<file path="config.mk">
export PLATFORM = sky130hd
export DESIGN_NAME = oclk_divider_slip
export DESIGN_NICKNAME = d
export VERILOG_FILES = /design/src/rtl/oclk_div_pkg.sv /design/src/rtl/oclk_slip_edge.sv /design/src/rtl/oclk_phase_gen.sv /design/src/rtl/oclk_out_mux.sv /design/src/rtl/oclk_divider_slip.sv
export SDC_FILE = /design/constraint.sdc
export NUM_CORES = 1
export LEC_CHECK = 0
export ABC_AREA = 1
export BUFFER_PORTS_ARGS = -buffer_cell sky130_fd_sc_hd__buf_4
export CORE_AREA = 2 2 39 41
export CTS_CLUSTER_SIZE = 28
export DETAILED_ROUTE_END_ITERATION = 16
export DIE_AREA = 0 0 41 43
export PLACE_DENSITY = 0.37
export SYNTH_ARGS = -nofsm -noshare
export SYNTH_HDL_FRONTEND = slang
export SYNTH_SLANG_ARGS = --single-unit
</file>
<file path="constraint.sdc">
create_clock -name clk -period 1.7 [get_ports clk]
set_input_delay 0.17 -clock clk [delete_from_list [all_inputs] [get_ports clk]]
set_output_delay 0.17 -clock clk [all_outputs]
set_load 0.02 [all_outputs]
</file>
<file path="src/rtl/oclk_div_pkg.sv">
package oclk_div_pkg;
  typedef enum logic {
    DIV_BY2 = 1'b0,
    DIV_BY1 = 1'b1
  } div_mode_e;
endpackage

</file>
<file path="src/rtl/oclk_slip_edge.sv">
module oclk_slip_edge (
  input  logic clk,
  input  logic rst_n,
  input  logic slip_ctl,
  output logic slip_req
);
  // history starts at 1 so a bit already set at reset cannot slip
  logic prev_q;

  always_ff @(posedge clk or negedge rst_n) begin
    if (!rst_n) prev_q <= 1'b1;
    else        prev_q <= slip_ctl;
  end

  assign slip_req = slip_ctl & ~prev_q;


  single_slip_chk: assert property (@(posedge clk) disable iff (!rst_n)
    slip_req |=> !slip_req);
endmodule

</file>
<file path="src/rtl/oclk_phase_gen.sv">
module oclk_phase_gen
  import oclk_div_pkg::*;
(
  input  logic      clk,
  input  logic      rst_n,
  input  div_mode_e mode_sel,
  input  logic      slip_req,
  output div_mode_e mode_q,
  output logic      ph_q,
  output logic      strobe_q
);
  logic restart;
  logic ph_d;
  logic strobe_d;

  assign restart = (mode_sel != mode_q);

  always_comb begin
    ph_d     = ph_q;
    strobe_d = 1'b0;
    if (restart) begin
      ph_d     = 1'b0;
      strobe_d = 1'b0;
    end else if (mode_q == DIV_BY1) begin
      ph_d     = 1'b0;
      strobe_d = 1'b1;
    end else if (slip_req) begin
      ph_d     = ph_q;
      strobe_d = 1'b0;
    end else begin
      ph_d     = ~ph_q;
      strobe_d = ~ph_q;
    end
  end

  always_ff @(posedge clk or negedge rst_n) begin
    if (!rst_n) begin
      mode_q   <= DIV_BY2;
      ph_q     <= 1'b0;
      strobe_q <= 1'b0;
    end else begin
      mode_q   <= mode_sel;
      ph_q     <= ph_d;
      strobe_q <= strobe_d;
    end
  end


  div2_toggle_chk: assert property (@(posedge clk) disable iff (!rst_n)
    (mode_q == DIV_BY2 && !restart && !slip_req) |=> (ph_q != $past(ph_q)));

  slip_hold_chk: assert property (@(posedge clk) disable iff (!rst_n)
    (mode_q == DIV_BY2 && !restart && slip_req) |=> $stable(ph_q));

  restart_low_chk: assert property (@(posedge clk) disable iff (!rst_n)
    restart |=> (!ph_q && !strobe_q));

  strobe_edge_chk: assert property (@(posedge clk) disable iff (!rst_n)
    (strobe_q && mode_q == DIV_BY2) |-> (ph_q && !$past(ph_q)));
endmodule

</file>
<file path="src/rtl/oclk_out_mux.sv">
module oclk_out_mux
  import oclk_div_pkg::*;
(
  input  logic      clk,
  input  div_mode_e mode_q,
  input  logic      ph_q,
  input  logic      strobe_q,
  output logic      oclk,
  output logic      dvalid
);
  assign oclk   = (mode_q == DIV_BY1) ? clk : ph_q;
  assign dvalid = strobe_q;
endmodule

</file>
<file path="src/rtl/oclk_divider_slip.sv">
module oclk_divider_slip
  import oclk_div_pkg::*;
(
  input  logic clk,
  input  logic rst_n,
  input  logic div_sel,
  input  logic slip_ctl,
  output logic oclk,
  output logic dvalid
);
  logic      slip_req;
  div_mode_e mode_sel;
  div_mode_e mode_q;
  logic      ph_q;
  logic      strobe_q;

  assign mode_sel = div_mode_e'(div_sel);

  oclk_slip_edge u_edge (
    .clk      (clk),
    .rst_n    (rst_n),
    .slip_ctl (slip_ctl),
    .slip_req (slip_req)
  );

  oclk_phase_gen u_phase (
    .clk      (clk),
    .rst_n    (rst_n),
    .mode_sel (mode_sel),
    .slip_req (slip_req),
    .mode_q   (mode_q),
    .ph_q     (ph_q),
    .strobe_q (strobe_q)
  );

  oclk_out_mux u_mux (
    .clk      (clk),
    .mode_q   (mode_q),
    .ph_q     (ph_q),
    .strobe_q (strobe_q),
    .oclk     (oclk),
    .dvalid   (dvalid)
  );


  div1_valid_chk: assert property (@(posedge clk) disable iff (!rst_n)
    (mode_q == DIV_BY1 && mode_sel == DIV_BY1) |=> dvalid);
endmodule

</file>
==> results.json <==
{
  "outcome": "completed",
  "yosysWarnings": 0,
  "p_leak_nw": 0.151,
  "drive_gt1_frac": 0.406,
  "die_area_mm2": 0.00176,
  "worst_path_max_delay_cell": "buf_4",
  "synth_xor_area_frac": 0,
  "antenna_found_initial": 0,
  "hold_path.class": "primary input to async pin",
  "reg2reg_depth": 4,
  "cp.arrival_ns": 1.38,
  "grt_pass1_vias": 176,
  "nets": 37,
  "viasPerCell": 3.23,
  "cts_tree": "built",
  "first_pass_iters": 4,
  "crit_fanout": 2,
  "pre_cts_ws_ns": 0.424,
  "slew_headroom": 0.883,
  "maxCapViolations": 0,
  "diodes": 0,
  "fp.dieW_um": 41,
  "cp-start-kind": "clock port",
  "clkLatencyLatePin_ns": 0.35,
  "syn_avg_cell_area_um2": 9.20,
  "syn_inst": 17,
  "routed_wl_um": 354,
  "p_per_area_mw_per_mm2": 1400,
  "muxShareOfSynthArea": 0,
  "setup_slack_ns": 0.152,
  "clkTransAtPathRegs_ns": 0.04,
  "finalSetupViolations": 0,
  "crit_path_cell_trace": "clkbuf_4 > clkbuf_4 > nand2_1 > o21ai_0 > buf_4",
  "port_buffers": 5,
  "synth_nets": 21,
  "gp_congestion": 0.597,
  "worst_path_most_repeated_cell": "clkbuf_4",
  "hold_viol_final": 0,
  "synth_cell_types": 8,
  "tns_ns": 0,
  "dieHeight_um": 43,
  "grt_usage": 0.0683,
  "synthAdderAreaFrac": 0,
  "grt_max_degree": 5,
  "overflow": 0,
  "path_class": "clock port to output pin",
  "rows": 14,
  "core_mm2": 0.00138,
  "area_growth_syn_to_layout_pct": 87.2,
  "postCtsSetupBuffers": 0,
  "max_slew.worst_pin.slew_ns": 0.174,
  "drt_iter0_drc": 9,
  "cp_slowest_stage_delay_ns": 0.17,
  "dr_total_vias": 155,
  "synth_top_family_by_area": "simple AND/OR/NAND/NOR gates",
  "ant_nets": 0,
  "io_pins": 6,
  "ys_ff_latch": 4,
  "grt_pass1_wl_um": 538,
  "required_ns": 1.53,
  "drc": 0,
  "critPathCaptureType": "output pin",
  "fin_util": 0.212,
  "wl_per_cell_um": 7.38,
  "synth_compound_area_frac": 0.0320,
  "start_util": 0.113,
  "rsz0062_at_grt": "no",
  "drv_slew": 0,
  "ir_drop_v": 0.000354,
  "yosysSeqAreaShare": 0.648,
  "synth-simple-area-share": 0.248,
  "skew_ns": 0.00445,
  "synth_area_um2": 156
}
## critical path: cells and delay by family
family                 cells  cell delay, ns
buffers and inverters      3            0.40
AOI/OAI and AO/OA          1            0.08
and+or+nand+nor            1            0.05
## path summary, 6_finish.rpt
kind,endpoint,slack (ns),start
max,oclk,0.15,clk
min,u_phase.ph_q$_DFFE_PN0P_,0.16,rst_n
max reg2reg,u_phase.ph_q$_DFFE_PN0P_,0.89,u_edge.prev_q$_DFF_PN1_
min reg2reg,u_phase.ph_q$_DFFE_PN0P_,0.51,u_phase.ph_q$_DFFE_PN0P_
max in group asynchronous,u_edge.prev_q$_DFF_PN1_,1.34,rst_n
min in group clk,u_edge.prev_q$_DFF_PN1_,0.49,slip_ctl
## sequential cells by signal, indices dropped and copies added, names as in the netlist
| signal | cells |
|---|---|
| u_phase.mode_q | 1 |
| u_edge.prev_q | 1 |
| u_phase.ph_q | 1 |
| u_phase.strobe_q | 1 |
## synthesized netlist by cell type
| cell type | n | share of area |
|---|---|---|
| inv_1 | 3 | 0.072 |
| nor2_2 | 1 | 0.040 |
| nand3_1 | 2 | 0.064 |
| dfrtp_1 | 3 | 0.48 |
| nor2_1 | 1 | 0.024 |
| dfstp_2 | 1 | 0.17 |
| o21ai_0 | 1 | 0.032 |
| nand2_1 | 5 | 0.12 |
## placed cells by master, fill, tap and decap left out, types with 2 or more instances in the layout
cell           instances
dfrtp_1                3
dlygate4sd3_1          3
nand2_1                5
buf_4                  5
inv_1                  3
nand3_1                2
clkbuf_4               6
## kinds of logic after synthesis
logic type | count (synthesis)
simple gates | 9
flops | 4
buf+inv | 3
compound gates | 1
## layer usage
metal	track usage	up-vias	part of all wire
li1	-	81	-
met1	0.0386	69	0.45
met2	0.0406	5	0.50
met3	0.0942	0	0.045
met4	0.167	0	0
met5	0	-	0
## where the power goes
group	total, W	internal, W	switching, W	leakage [nW]
clock network	0.000279	0.000186	0.0000929	0.0375
registers	0.000105	0.000102	0.00000306	0.0478
logic	0.0000264	0.0000144	0.0000121	0.0658
## area by class of cell
class | count | area [um^2]
multi-input combinational | 10 | 43.8
inverter | 3 | 11.3
tap | 16 | 20.0
clock buffer | 8 | 56.3
fill | 151 | 1090
timing repair buffer | 7 | 60.1
sequential | 4 | 101
## repair_timing
item	CTS	global route
hold buffers	3	0
hold endpoints to repair	6	0
resized for setup	0	0
## through the flow
step / instance area (um^2) / instances / hold slack, ns / power [W]
after floorplan: 156 / 17 / -0.126 / 0.000142
after global placement: 214 / 38 / -0.0317 / 0.000172
after detailed placement: 214 / 38 / -0.0312 / 0.000173
after CTS: 293 / 48 / 0.147 / 0.000427
after global routing: 293 / 48 / 0.157 / 0.000447
final: 293 / 48 / 0.163 / 0.000411
Note: power is estimated with default switching activity, not from simulation.
